[src/rtl/spi_mem_pkg.sv]
package spi_mem_pkg;

  localparam int BYTE_W = 8;

  typedef enum logic [2:0] {
    PH_OPC,
    PH_ADDRH,
    PH_ADDRL,
    PH_RDATA,
    PH_WDATA,
    PH_IDLE
  } phase_e;

  // Strobes from control to datapath, all single-cycle
  typedef struct packed {
    logic shiftIn;   // capture one SI bit
    logic loadHi;    // latch upper address byte
    logic loadLo;    // latch lower address byte
    logic incAddr;   // step the address
    logic fetch;     // start a memory read for the tx shifter
    logic shiftOut;  // move next bit onto SO
  } dpCtl_t;

endpackage

[src/rtl/spi_mem_sync.sv]
module spi_mem_sync #(
  parameter int STAGES = 2
) (
  input  logic clk,
  input  logic rstN,
  input  logic sckIn,
  input  logic csNIn,
  input  logic siIn,
  output logic sckRise,
  output logic sckFall,
  output logic csActive,
  output logic csRelease,
  output logic siS
);

  logic [STAGES-1:0] sckQ, csQ, siQ;
  logic sckPrev, csPrev;
  logic sckS, csS;

  always_ff @(posedge clk or negedge rstN) begin
    if (!rstN) begin
      sckQ    <= '0;
      csQ     <= '1;
      siQ     <= '0;
      sckPrev <= 1'b0;
      csPrev  <= 1'b1;
    end else begin
      sckQ    <= {sckQ[STAGES-2:0], sckIn};
      csQ     <= {csQ[STAGES-2:0], csNIn};
      siQ     <= {siQ[STAGES-2:0], siIn};
      sckPrev <= sckS;
      csPrev  <= csS;
    end
  end

  assign sckS      = sckQ[STAGES-1];
  assign csS       = csQ[STAGES-1];
  assign siS       = siQ[STAGES-1];
  assign sckRise   = sckS & ~sckPrev;
  assign sckFall   = ~sckS & sckPrev;
  assign csActive  = ~csS;
  assign csRelease = csS & ~csPrev;

endmodule

[src/rtl/spi_mem_ctrl.sv]
module spi_mem_ctrl
  import spi_mem_pkg::*;
#(
  parameter logic [BYTE_W-1:0] OPC_READ  = 8'h03,
  parameter logic [BYTE_W-1:0] OPC_WRITE = 8'h02
) (
  input  logic              clk,
  input  logic              rstN,
  input  logic              sckRise,
  input  logic              sckFall,
  input  logic              csActive,
  input  logic              csRelease,
  input  logic [BYTE_W-1:0] rxByte,
  input  logic              storeBusy,
  input  logic              wenLatch,
  input  logic              addrProt,
  output dpCtl_t            ctl,
  output logic              memWe,
  output logic              wenClear,
  output logic              soOe
);

  localparam int CNT_W = $clog2(BYTE_W);
  localparam logic [CNT_W-1:0] LAST_BIT = CNT_W'(BYTE_W - 1);

  phase_e           phase;
  logic [CNT_W-1:0] bitCnt;
  logic [CNT_W-1:0] txCnt;
  logic             cmdRead;
  logic             writeAcc;
  logic             txStarted;
  logic             byteDone;
  logic             lastTxBit;

  always_comb begin
    byteDone     = csActive && sckRise && (bitCnt == LAST_BIT);
    ctl          = '0;
    ctl.shiftIn  = csActive && sckRise;
    ctl.loadHi   = byteDone && (phase == PH_ADDRH);
    ctl.loadLo   = byteDone && (phase == PH_ADDRL);
    ctl.shiftOut = csActive && sckFall && (phase == PH_RDATA);
    lastTxBit    = ctl.shiftOut && (txCnt == LAST_BIT);
    ctl.fetch    = (ctl.loadLo && cmdRead) || lastTxBit;
    ctl.incAddr  = lastTxBit || (byteDone && (phase == PH_WDATA));
    memWe        = byteDone && (phase == PH_WDATA) && !addrProt;
  end

  assign soOe = csActive && txStarted && (phase == PH_RDATA);

  always_ff @(posedge clk or negedge rstN) begin
    if (!rstN) begin
      phase     <= PH_OPC;
      bitCnt    <= '0;
      txCnt     <= '0;
      cmdRead   <= 1'b0;
      writeAcc  <= 1'b0;
      txStarted <= 1'b0;
      wenClear  <= 1'b0;
    end else begin
      wenClear <= csRelease && writeAcc;
      if (!csActive) begin
        phase     <= PH_OPC;
        bitCnt    <= '0;
        txCnt     <= '0;
        cmdRead   <= 1'b0;
        writeAcc  <= 1'b0;
        txStarted <= 1'b0;
      end else begin
        if (sckRise) begin
          bitCnt <= bitCnt + 1'b1;
        end
        if (byteDone) begin
          unique case (phase)
            PH_OPC: begin
              if (storeBusy) begin
                phase <= PH_IDLE;
              end else if (rxByte == OPC_READ) begin
                phase   <= PH_ADDRH;
                cmdRead <= 1'b1;
              end else if (rxByte == OPC_WRITE && wenLatch) begin
                phase    <= PH_ADDRH;
                cmdRead  <= 1'b0;
                writeAcc <= 1'b1;
              end else begin
                phase <= PH_IDLE;
              end
            end
            PH_ADDRH: phase <= PH_ADDRL;
            PH_ADDRL: phase <= cmdRead ? PH_RDATA : PH_WDATA;
            default:  phase <= phase;
          endcase
        end
        if (ctl.shiftOut) begin
          txCnt     <= txCnt + 1'b1;
          txStarted <= 1'b1;
        end
      end
    end
  end

  // a store only happens inside an accepted write command
  assert_we_needs_wen_R5: assert property (@(posedge clk) disable iff (!rstN)
    memWe |-> writeAcc);

  // one strobe per byte
  assert_we_single_R4: assert property (@(posedge clk) disable iff (!rstN)
    memWe |=> !memWe);

  // deselect returns to the command phase with a cleared bit count
  assert_cs_abort_R9: assert property (@(posedge clk) disable iff (!rstN)
    !csActive |=> (phase == PH_OPC) && (bitCnt == '0));

  // SO is only driven for an accepted read
  assert_oe_read_R10: assert property (@(posedge clk) disable iff (!rstN)
    soOe |-> cmdRead);

  // the clear request only appears once deselected
  assert_wenclr_desel_R8: assert property (@(posedge clk) disable iff (!rstN)
    wenClear |-> !csActive);

endmodule

[src/rtl/spi_mem_dp.sv]
module spi_mem_dp
  import spi_mem_pkg::*;
#(
  parameter int ADDR_W = 15
) (
  input  logic              clk,
  input  logic              rstN,
  input  dpCtl_t            ctl,
  input  logic              siS,
  input  logic [BYTE_W-1:0] memRdata,
  output logic [BYTE_W-1:0] rxByte,
  output logic [ADDR_W-1:0] memAddr,
  output logic [BYTE_W-1:0] memWdata,
  output logic              soData
);

  localparam int HI_W = ADDR_W - BYTE_W;
  localparam int FETCH_LAT = 2;

  logic [BYTE_W-1:0]    rxShift;
  logic [BYTE_W-1:0]    txShift;
  logic [ADDR_W-1:0]    addrReg;
  logic [FETCH_LAT-1:0] fetchPipe;

  assign rxByte   = {rxShift[BYTE_W-2:0], siS};
  assign memAddr  = addrReg;
  assign memWdata = rxByte;

  always_ff @(posedge clk or negedge rstN) begin
    if (!rstN) begin
      rxShift   <= '0;
      txShift   <= '0;
      addrReg   <= '0;
      fetchPipe <= '0;
      soData    <= 1'b0;
    end else begin
      if (ctl.shiftIn) begin
        rxShift <= rxByte;
      end
      if (ctl.loadHi) begin
        addrReg[ADDR_W-1:BYTE_W] <= rxByte[HI_W-1:0];
      end else if (ctl.loadLo) begin
        addrReg[BYTE_W-1:0] <= rxByte;
      end else if (ctl.incAddr) begin
        addrReg <= addrReg + 1'b1;
      end
      fetchPipe <= {fetchPipe[FETCH_LAT-2:0], ctl.fetch};
      if (fetchPipe[FETCH_LAT-1]) begin
        txShift <= memRdata;
      end else if (ctl.shiftOut) begin
        txShift <= {txShift[BYTE_W-2:0], 1'b0};
      end
      if (ctl.shiftOut) begin
        soData <= txShift[BYTE_W-1];
      end
    end
  end

  // stepping past the top address lands on zero
  assert_addr_wrap_R3: assert property (@(posedge clk) disable iff (!rstN)
    ctl.incAddr && (&addrReg) && !ctl.loadHi && !ctl.loadLo |=> addrReg == '0);

endmodule

[src/rtl/spi_mem_slave.sv]
module spi_mem_slave
  import spi_mem_pkg::*;
#(
  parameter int ADDR_W      = 15,
  parameter int SYNC_STAGES = 2
) (
  input  logic              clk,
  input  logic              rstN,
  input  logic              sckIn,
  input  logic              csNIn,
  input  logic              siIn,
  output logic              soData,
  output logic              soOe,
  output logic [ADDR_W-1:0] memAddr,
  output logic [BYTE_W-1:0] memWdata,
  output logic              memWe,
  input  logic [BYTE_W-1:0] memRdata,
  input  logic              storeBusy,
  input  logic              addrProt,
  input  logic              wenLatch,
  output logic              wenClear
);

  logic sckRise, sckFall, csActive, csRelease, siS;
  logic [BYTE_W-1:0] rxByte;
  dpCtl_t ctl;

  spi_mem_sync #(.STAGES(SYNC_STAGES)) sync_i (
    .clk(clk), .rstN(rstN), .sckIn(sckIn), .csNIn(csNIn), .siIn(siIn),
    .sckRise(sckRise), .sckFall(sckFall), .csActive(csActive),
    .csRelease(csRelease), .siS(siS)
  );

  spi_mem_ctrl ctrl_i (
    .clk(clk), .rstN(rstN), .sckRise(sckRise), .sckFall(sckFall),
    .csActive(csActive), .csRelease(csRelease), .rxByte(rxByte),
    .storeBusy(storeBusy), .wenLatch(wenLatch), .addrProt(addrProt),
    .ctl(ctl), .memWe(memWe), .wenClear(wenClear), .soOe(soOe)
  );

  spi_mem_dp #(.ADDR_W(ADDR_W)) dp_i (
    .clk(clk), .rstN(rstN), .ctl(ctl), .siS(siS), .memRdata(memRdata),
    .rxByte(rxByte), .memAddr(memAddr), .memWdata(memWdata), .soData(soData)
  );

endmodule

[config.mk]
export PLATFORM = sky130hd
export DESIGN_NAME = spi_mem_slave
export DESIGN_NICKNAME = d
export VERILOG_FILES = /design/src/rtl/spi_mem_pkg.sv /design/src/rtl/spi_mem_sync.sv /design/src/rtl/spi_mem_ctrl.sv /design/src/rtl/spi_mem_dp.sv /design/src/rtl/spi_mem_slave.sv
export SDC_FILE = /design/constraint.sdc
export NUM_CORES = 1
export LEC_CHECK = 0
export BUFFER_PORTS_ARGS = -buffer_cell sky130_fd_sc_hd__buf_2
export CAP_MARGIN = 20
export CORE_UTILIZATION = 56
export CTS_CLUSTER_DIAMETER = 150
export DETAILED_ROUTE_END_ITERATION = 12
export MAX_ROUTING_LAYER = met4
export PLACE_DENSITY = 0.79
export SYNTH_ARGS = -nofsm -noshare
export SYNTH_HDL_FRONTEND = slang
export SYNTH_SLANG_ARGS = --single-unit
[constraint.sdc]
create_clock -name clk -period 2.2 [get_ports clk]
set_clock_uncertainty 0.15 [all_clocks]
set_input_delay 0.33 -clock clk [delete_from_list [all_inputs] [get_ports clk]]
set_output_delay 0.33 -clock clk [all_outputs]
set_load 0.01 [all_outputs]
==> results_dict.tcl, run 1 <==
set metrics [dict create \
    status "finished clean" \
    fin_crit_sh_pct 95.8 \
    cts_tree "yes" \
    insertion_delay_ns 0.31 \
    hold_path.class "in2reg" \
    core_um2 4380 \
    place_hpwl_mm 3.76 \
    ys.flop_type "dfrtp_1" \
    finalSetupViolations 0 \
    cp.required_ns 2.24 \
    grt_pass1_wl_mm 9.10 \
    cts_setup_buffers 0 \
    grt_pass1_vias 1945 \
    clk_pin_slew_ns 0.09 \
    cpLargestDelayFamily "simple AND/OR/NAND/NOR gates" \
    synthArstFlopShare_pct 100 \
    fp.dieW_um 69.7 \
    antenna_cells 0 \
    vdd_ir_drop_max_mv 0.425 \
    powerDensity_nw_per_um2 661 \
    cts.sinks 54 \
    syn_inst 250 \
    vias 2073 \
    ys_seq_area_share_pct 52.8 \
    grt_start_max_net_pins 55 \
    cts_buffers 5 \
    maxSlewViolCount 0 \
    synth_edf_count 0 \
    postRouteAntennaNets 0 \
    grt_overflow_total 0 \
    drt-total-wl_mm 5.35 \
    wire_per_inst_um 15.1 \
    rsz0062_at_grt "no" \
    holdWs_ns 0.0789 \
    cts-root-buf "clkbuf_8" \
    hold_viol 0 \
    crit_type "reg2reg" \
    period_needed_ns 2.11 \
    h-tree-depth 2 \
    cpMostUsedCell "ha_1" \
    first_iter_violations 99 \
    antenna_found_initial 0 \
    vias_per_cell 5.86 \
    crit_fanout 7 \
    num-nets-final 322 \
    clockBufferDepth 2 \
    num_rows 24 \
    ys_types 45 \
    syn_area_um2 2570 \
    grt_use_total_pct 24.3 \
    io_buffers 42 \
    worst_slew_pin_slew_ns 0.452 \
    postSynthRegisterBits 54 \
    endpoint_kind "flop" \
    crit_buf_inv 0 \
    arrival_ns 2.15 \
    max_slew_margin_pct 69.6 \
    syn_area_per_cell_um2 10.3 \
    yosysWarnings 0 \
    drive_gt1_share_pct 24.8 \
    worstSetupStartpointType "flop" \
    io_pins 43 \
    cp_slowest_stage_delay_ns 0.37 \
    start_util_pct 58.6 \
    drv_cap 0 \
    cp_slowest_cell "dfrtp_1" \
    routabilityCongestion 0.874 \
    drc_errors 0 \
    tns_ns 0 \
    die_h_um 69.7 \
    dieArea_um2 4860 \
    area_growth_pct 17.6 \
    drt-pass1-iter-count 4 \
    leakage_nw 1.50 \
    fmax_mhz 475 \
    synthesis.nets 271 \
    path_cells "ha_1 -> ha_1 -> nor2b_1 -> nand3_1 -> and3_1 -> a21o_1 -> a221o_1" \
]
## worst paths after layout
path	from	to	slack, ns	cells past startpoint
worst max-delay path	ctrl_i.bitCnt[0]	dp_i.memAddr[8]	0.09	7
worst min-delay path	memRdata[4]	dp_i.txShift[4]	0.08	3
worst max register to register	ctrl_i.bitCnt[0]	dp_i.memAddr[8]	0.09	7
worst min register to register	sync_i.sckQ[0]	sync_i.sckQ[1]	0.20	0
max in group asynchronous	rstN	sync_i.csQ[1]	1.22	3
min in group asynchronous	rstN	dp_i.soData	0.38	3
## stage by stage
stage               total power, W  instance area, µm²  utilization [%]  std cells  worst slack, ns
global route               0.00207                3020             68.9        354           0.0308
floorplan                  0.00124                2570                -        250            0.231
detailed placement         0.00138                2870             65.5        342            0.127
finish                     0.00200                3020             68.9        354           0.0928
CTS                        0.00200                3020             68.9        354            0.118
global placement           0.00137                2870             65.5        342            0.192
## registers in the layout, indices dropped and copies added (netlist names), 3 cells and up
signal,flops
ctrl_i.bitCnt,3
ctrl_i.phase,3
ctrl_i.txCnt,3
dp_i.memAddr,15
dp_i.rxShift,7
dp_i.txShift,8
## cell type report
type | instances | area [µm²]
flip-flops and latches | 54 | 1360
multi-input cells | 173 | 1110
repair buffers | 56 | 338
fillers | 333 | 1360
clock buffers | 8 | 110
inverters | 11 | 41.3
well taps | 52 | 65.1
## where the power goes
| group | total, W | internal, W | leakage [nW] | switching (W) |
|---|---|---|---|---|
| combinational | 0.000212 | 0.000111 | 0.768 | 0.000101 |
| clock | 0.000630 | 0.000318 | 0.0575 | 0.000312 |
| sequential | 0.00116 | 0.00106 | 0.679 | 0.000100 |
| total | 0.00200 | 0.00148 | 1.50 | 0.000513 |
## kinds of logic (layout without fill, tap and decap cells)
| logic type | count (synthesis) | count (layout) | synth area share [%] |
|---|---|---|---|
| buffers and inverters | 23 | 75 | 3.95 |
| AOI/OAI and AO/OA | 65 | 65 | 15.4 |
| DFF | 54 | 54 | 52.8 |
| adders and majority gates | 5 | 5 | 2.44 |
| and+or+nand+nor | 81 | 81 | 16.6 |
| xor gates and xnor gates | 2 | 2 | 0.682 |
| muxes | 20 | 20 | 8.18 |
## synth_stat cells, types with 5 or more instances
master | count | area share (%)
dfrtp_1 | 51 | 50
nand2_1 | 30 | 4.4
o21ai_0 | 24 | 4.7
a21oi_1 | 18 | 3.5
nor2_1 | 14 | 2.0
mux2i_1 | 12 | 4.7
inv_1 | 11 | 1.6
nand3_1 | 10 | 1.9
mux2_2 | 8 | 3.5
buf_2 | 6 | 1.2
ha_1 | 5 | 2.4
## per-layer routing
layer | track usage, % | vias to the layer above | part of all wire, %
met4 | 7.78 | 0 | 1.2
met5 | - | - | 0
met1 | 32.7 | 1005 | 46
li1 | - | 995 | -
met3 | 4.51 | 6 | 5.0
met2 | 37.9 | 67 | 47
## cell usage in the layout, fill, tap and decap left out, types with 2 or more instances in the layout
master	Yosys	routed
dfrtp_1	51	51
buf_2	6	42
nand2_1	30	30
o21ai_0	24	24
a21oi_1	18	18
nor2_1	14	14
mux2i_1	12	12
inv_1	11	11
nand3_1	10	10
buf_4	2	9
mux2_2	8	8
clkbuf_8	0	8
ha_1	5	5
nand4_1	4	4
o211ai_1	4	4
a21o_1	4	4
dlygate4sd3_1	0	4
nor2b_1	3	3
nor3_1	3	3
nand2b_1	3	3
dfstp_2	3	3
and2_1	2	2
nand3b_1	2	2
o22ai_1	2	2
a31oi_1	2	2
and3_1	2	2
a22oi_1	2	2
o32ai_1	2	2
## worst min-delay path: stages
cell and delay, ns:
buf_2 0.07, nand2_1 0.04, o21ai_0 0.06
## timing repair
action / CTS / global route
resized for setup: 0 / 0
hold endpoints to repair: 54 / 0
hold buffers: 4 / 0
Power figures use the tool's default switching activity.
==> run 2, diff against run 1 <==
--- a/config.mk
+++ b/config.mk
@@ -5,6 +5,7 @@
 export SDC_FILE = /design/constraint.sdc
 export NUM_CORES = 1
 export LEC_CHECK = 0
+export ABC_AREA = 1
 export BUFFER_PORTS_ARGS = -buffer_cell sky130_fd_sc_hd__buf_2
 export CAP_MARGIN = 20
 export CORE_UTILIZATION = 56
==> results_dict.tcl, run 2 <==
set metrics [dict create \
    status "finished, violations left" \
    violations "design-rule violations" \
    grt_pass1_wl_mm 10.3 \
    cp.required_ns 1.72 \
    wl_met2_mm 3.00 \
    ys.flop_type "dfrtp_1" \
    antenna_found_initial 0 \
    start_util_pct 58.0 \
    cts_tree "yes" \
    io_buffers 42 \
    synthArstFlopShare_pct 100 \
    synthesis.nets 361 \
    num_rows 25 \
    path_cells "ha_1 -> ha_1 -> inv_1 -> nor2_8 -> nand2_4 -> nor2_1 -> buf_2" \
    core_um2 4720 \
    vias_per_cell 5.35 \
    drv_cap 0 \
    largest_register_ffs 15 \
    r2r_start "ctrl_i.bitCnt[0]" \
    yosysWarnings 0 \
    internal_power_w 0.00143 \
    endpoint_kind "output port" \
    layout_common_cells "nand2_1, dfrtp_1, nand3_1" \
    clock_power_share_pct 34.2 \
    vdd_ir_drop_max_mv 0.524 \
    clockBufferDepth 2 \
    holdWs_ns 0.0874 \
    crit_type "reg2out" \
    arrival_ns 1.63 \
    clk_pin_slew_ns 0.09 \
    routabilityCongestion 0.918 \
    syn_area_per_cell_um2 8.05 \
    postSynthRegisterBits 54 \
    rr_endpoint "dp_i.memAddr[7]" \
    vias 2468 \
    pwr-share-seq_pct 57.3 \
    top_layer_used "met4" \
    grt_pass1_vias 2300 \
    synth_common_cells "nand2_1, dfrtp_1, nand3_1, inv_1, nor2_1" \
    hold_path.class "in2reg" \
    syn_inst 340 \
    maxSlewViolCount 0 \
    cpMostUsedCell "ha_1" \
    synth_edf_count 0 \
    max_slew_margin_pct 66.7 \
    cts-root-buf "clkbuf_8" \
    syn_area_um2 2740 \
    wire_per_inst_um 13.1 \
    finalSetupViolations 0 \
    dieArea_um2 5170 \
    cts.sinks 54 \
    drt-total-wl_mm 6.02 \
    period_needed_ns 2.11 \
    grt_start_max_net_pins 23 \
    cp_slowest_cell "dfrtp_1" \
    postRouteAntennaNets 0 \
    synth_most_common_cell "nand2_1" \
    synth_top_area_share_pct 46.6 \
    place_hpwl_mm 4.43 \
    fin_util_pct 67.7 \
    hold_viol 0 \
    r2r_cells 10 \
    reg2reg_slack_ns 0.23 \
    insertion_delay_ns 0.31 \
    grt_overflow_total 0 \
    fmax_mhz 474 \
    fin_crit_sh_pct 95.9 \
    pwr-share-comb_pct 8.5 \
    crit_fanout 10 \
    yosys-top-cells-area "dfrtp_1, nand2_1, nand3_1" \
    h-tree-depth 2 \
    drive_gt1_share_pct 18.5 \
    endpoint "memWe" \
    area_growth_pct 16.8 \
    ys_seq_area_share_pct 49.5 \
    fp.dieW_um 71.9 \
    rsz0062_at_grt "no" \
    p_switching_w 0.000461 \
    grt_use_total_pct 26.5 \
    tns_ns 0 \
    cp_slowest_stage_delay_ns 0.40 \
    cts_buffers 5 \
    ys_types 33 \
    yosys.area.top_type "dfrtp_1" \
    antenna_cells 0 \
    layout_commonest_cell "nand2_1" \
    first_iter_violations 233 \
    setup.worst_path.start "ctrl_i.bitCnt[0]" \
    drt-pass1-iter-count 9 \
    route.met3.wl_um 173 \
    powerDensity_nw_per_um2 592 \
    worst_slew_pin_slew_ns 0.498 \
    die_h_um 71.9 \
    io_pins 43 \
    num-nets-final 414 \
    leakage_nw 1.66 \
    fill_cells 390 \
    wirelength_met1_mm 2.74 \
    switching_share_pct 24.4 \
    drc_errors 2 \
    worstSetupStartpointType "flop" \
]
## run 2: what timing repair did
item | in CTS | in global routing
hold buffers | 4 | 0
gates resized for setup | 1 | 0
pin swaps | 0 | 2
endpoints found under the hold margin | 23 | 0
setup endpoints to repair | 1 | 1
buffers inserted | 0 | 4
## run 2: cell type report
type | count | area, µm² | share of cell area, %
well taps | 67 | 83.8 | 2.62
multi-input cells | 250 | 1240 | 38.8
repair buffers | 52 | 295 | 9.23
clock inverters | 3 | 40.0 | 1.25
flip-flops and latches | 54 | 1360 | 42.4
clock buffers | 5 | 68.8 | 2.15
inverters | 30 | 115 | 3.60
## run 2: cell families (layout without fill, tap and decap cells)
group	Yosys count	after routing	synth area share [%]
AND/OR/NAND/NOR	210	210	35.3
adder cells (fa/ha/maj)	5	5	2.29
buffers and inverters	36	90	5.39
flip-flops	54	54	49.5
AO/OA/AOI/OAI	32	32	6.58
XOR/XNOR	3	3	0.960
## run 2: worst min-delay path by stage
stage           startpoint                to  depth (start not counted)
2_1_floorplan         rstN  ctrl_i.bitCnt[0]                          0
3_3_place_gp          rstN       dp_i.soData                          1
3_5_place_dp          rstN       dp_i.soData                          1
4_1_cts        memRdata[4]   dp_i.txShift[4]                          3
5_1_grt        memRdata[5]   dp_i.txShift[5]                          3
6_report       memRdata[5]   dp_i.txShift[5]                          3
## run 2: worst max-delay path: cells and delay by family, from the launching register on
kind          cells  cell delay, ns
flops             1            0.40
simple gates      3            0.24
buf+inv           2            0.28
fa+ha+maj         2            0.40
## run 2: stage by stage
step / power, W / worst slack [ns] / cell area (µm²) / cells
2_1_floorplan: 0.00117 / 0.515 / 2740 / 340
3_3_place_gp: 0.00125 / 0.351 / 3010 / 445
3_5_place_dp: 0.00126 / 0.328 / 3010 / 445
4_1_cts: 0.00192 / 0.0486 / 3170 / 457
5_1_grt: 0.00197 / 0.00967 / 3200 / 461
6_report: 0.00189 / 0.0894 / 3200 / 461
## run 2: power groups by stage
stage | combinational, W | sequential [W] | clock [W]
6_report | 0.000160 | 0.00108 | 0.000648
2_1_floorplan | 0.0000650 | 0.00110 | 0
4_1_cts | 0.000163 | 0.00108 | 0.000669
5_1_grt | 0.000184 | 0.00109 | 0.000699
3_3_place_gp | 0.000153 | 0.00110 | 0
3_5_place_dp | 0.000157 | 0.00110 | 0
## run 2: routing by layer
layer  global-route usage (%)  up-vias
met1                     34.5     1164
met4                     8.93        0
met3                     4.58       11
li1                         -     1230
met5                        -        -
met2                     42.5       63
==> run 3, diff against run 2 <==
--- a/config.mk
+++ b/config.mk
@@ -13,6 +13,7 @@
 export DETAILED_ROUTE_END_ITERATION = 12
 export MAX_ROUTING_LAYER = met4
 export PLACE_DENSITY = 0.79
+export REMOVE_ABC_BUFFERS = 1
 export SYNTH_ARGS = -nofsm -noshare
 export SYNTH_HDL_FRONTEND = slang
 export SYNTH_SLANG_ARGS = --single-unit
==> results_dict.tcl, run 3 (synthesis results as in run 2) <==
set metrics [dict create \
    grt_use_total_pct 25.5 \
    holdWs_ns -0.0206 \
    finalSetupViolations 0 \
    cp.required_ns 1.72 \
    vias_per_cell 5.31 \
    insertion_delay_ns 0.31 \
    place_hpwl_mm 4.27 \
    clockBufferDepth 2 \
    dieArea_um2 5170 \
    drt-total-wl_mm 5.89 \
    drive_gt1_share_pct 18.6 \
    fin_ws_ns 0.128 \
    postRouteAntennaNets 0 \
    cp_slowest_stage_delay_ns 0.41 \
    grt_overflow_total 0 \
    clk_pin_slew_ns 0.10 \
    cpMostUsedCell "ha_1" \
    routabilityCongestion 0.906 \
    status "finished, violations left" \
    drv_cap 0 \
    hold_path.class "in2async" \
    cp_slowest_cell "dfrtp_1" \
    maxSlewViolCount 0 \
    antenna_found_initial 0 \
    die_h_um 71.9 \
    cpLargestDelayFamily "adder cells" \
    hold_viol 21 \
    powerDensity_nw_per_um2 598 \
    layout_commonest_cell "nand2_1" \
    fin_crit_sh_pct 94.2 \
    vias 2437 \
    cts_buffers 5 \
    period_needed_ns 2.07 \
    io_buffers 42 \
    core_um2 4720 \
    area_growth_pct 16.2 \
    start_util_pct 58.0 \
    cts.sinks 54 \
    num_rows 25 \
    fin_util_pct 67.3 \
    cts_tree "yes" \
    worstSetupStartpointType "flop" \
    cts-root-buf "clkbuf_8" \
    leakage_nw 1.65 \
    drt-pass1-iter-count 4 \
    arrival_ns 1.59 \
    worst_slew_pin_slew_ns 0.680 \
    path_cells "ha_1 -> ha_1 -> inv_2 -> nor2_8 -> nand2_4 -> nor2_1 -> buf_2" \
    grt_pass1_wl_mm 9.93 \
    crit_buf_inv 2 \
    antenna_cells 0 \
    fmax_mhz 483 \
    wire_per_inst_um 12.8 \
    h-tree-depth 2 \
    rsz0062_at_grt "no" \
    max_slew_margin_pct 54.7 \
    fp.dieW_um 71.9 \
    reg2reg_slack_ns 0.27 \
    io_pins 43 \
    endpoint_kind "output port" \
    dpl_worst_slack_ns 0.313 \
    grt_pass1_vias 2219 \
    drc_errors 0 \
    first_iter_violations 169 \
    vdd_ir_drop_max_mv 0.439 \
    grt_start_max_net_pins 55 \
    crit_fanout 10 \
    num-nets-final 412 \
    largest_register_ffs 15 \
    layout_common_cells "nand2_1, dfrtp_1, nand3_1" \
    violations "negative hold slack" \
    tns_ns 0 \
    crit_type "reg2out" \
]
run 3: cell count changes in the layout (fill, tap and decap cells not counted):
cell	delta
buf_4	-1
inv_2	+1
dlygate4sd3_1	-1
inv_1	-1
run 3: cell type report:
cell class | count | area [µm²]
fillers | 405 | 1540
flip-flops and latches | 54 | 1360
well taps | 67 | 83.8
clock inverters | 3 | 40.0
clock buffers | 5 | 68.8
repair buffers | 50 | 278
multi-input cells | 250 | 1240
inverters | 30 | 115
run 3: path summary, 6_finish.rpt:
kind | from | to | cells past startpoint
hold reg to reg | sync_i.sckQ[0] | sync_i.sckQ[1] | 0
hold / removal | rstN | dp_i.memAddr[2] | 2
max in group asynchronous | rstN | dp_i.txShift[3] | 2
setup reg to reg | ctrl_i.bitCnt[0] | dp_i.memAddr[4] | 10
min in group clk | memRdata[0] | dp_i.txShift[0] | 3
setup / recovery | ctrl_i.bitCnt[0] | memWe | 7
run 3: where the power goes:
part / internal, W / leakage, nW / switching [W]
clock network: 0.000335 / 0.0579 / 0.000319
registers: 0.00103 / 0.681 / 0.0000555
logic: 0.0000602 / 0.912 / 0.0000979
run 3: through the flow:
stage | instances | hold slack [ns] | cell area [µm²] | total power [W]
2_1_floorplan | 334 | -0.116 | 2710 | 0.00116
3_3_place_gp | 445 | 0.184 | 3010 | 0.00126
3_5_place_dp | 445 | 0.189 | 3010 | 0.00126
4_1_cts | 457 | 0.00670 | 3170 | 0.00191
5_1_grt | 459 | 0.0312 | 3180 | 0.00197
6_report | 459 | -0.0206 | 3180 | 0.00190
run 3: layer usage:
layer  GRT usage (%)  part of all wire [%]
met3            5.00                   3.3
met1            31.5                    44
met2            42.7                    51
met5               -                     0
met4            7.84                   1.4
run 3: what timing repair did:
| item | CTS | global route |
|---|---|---|
| hold buffers | 3 | 0 |
| gates resized for setup | 1 | 1 |
| gates cloned | 0 | 0 |
| pin swaps | 1 | 1 |
| buffers inserted | 1 | 2 |
| endpoints found under the hold margin | 3 | 0 |
| setup endpoints to repair | 1 | 1 |
run 3: worst reg2reg max path: stages (launching register included):
cell and delay (ns):
dfrtp_1 0.41, ha_1 0.21, ha_1 0.21, inv_2 0.11, nor2_8 0.05, buf_4 0.14
nand2_2 0.17, nand3_4 0.18, inv_4 0.14, nand2_1 0.06, nand2_1 0.06
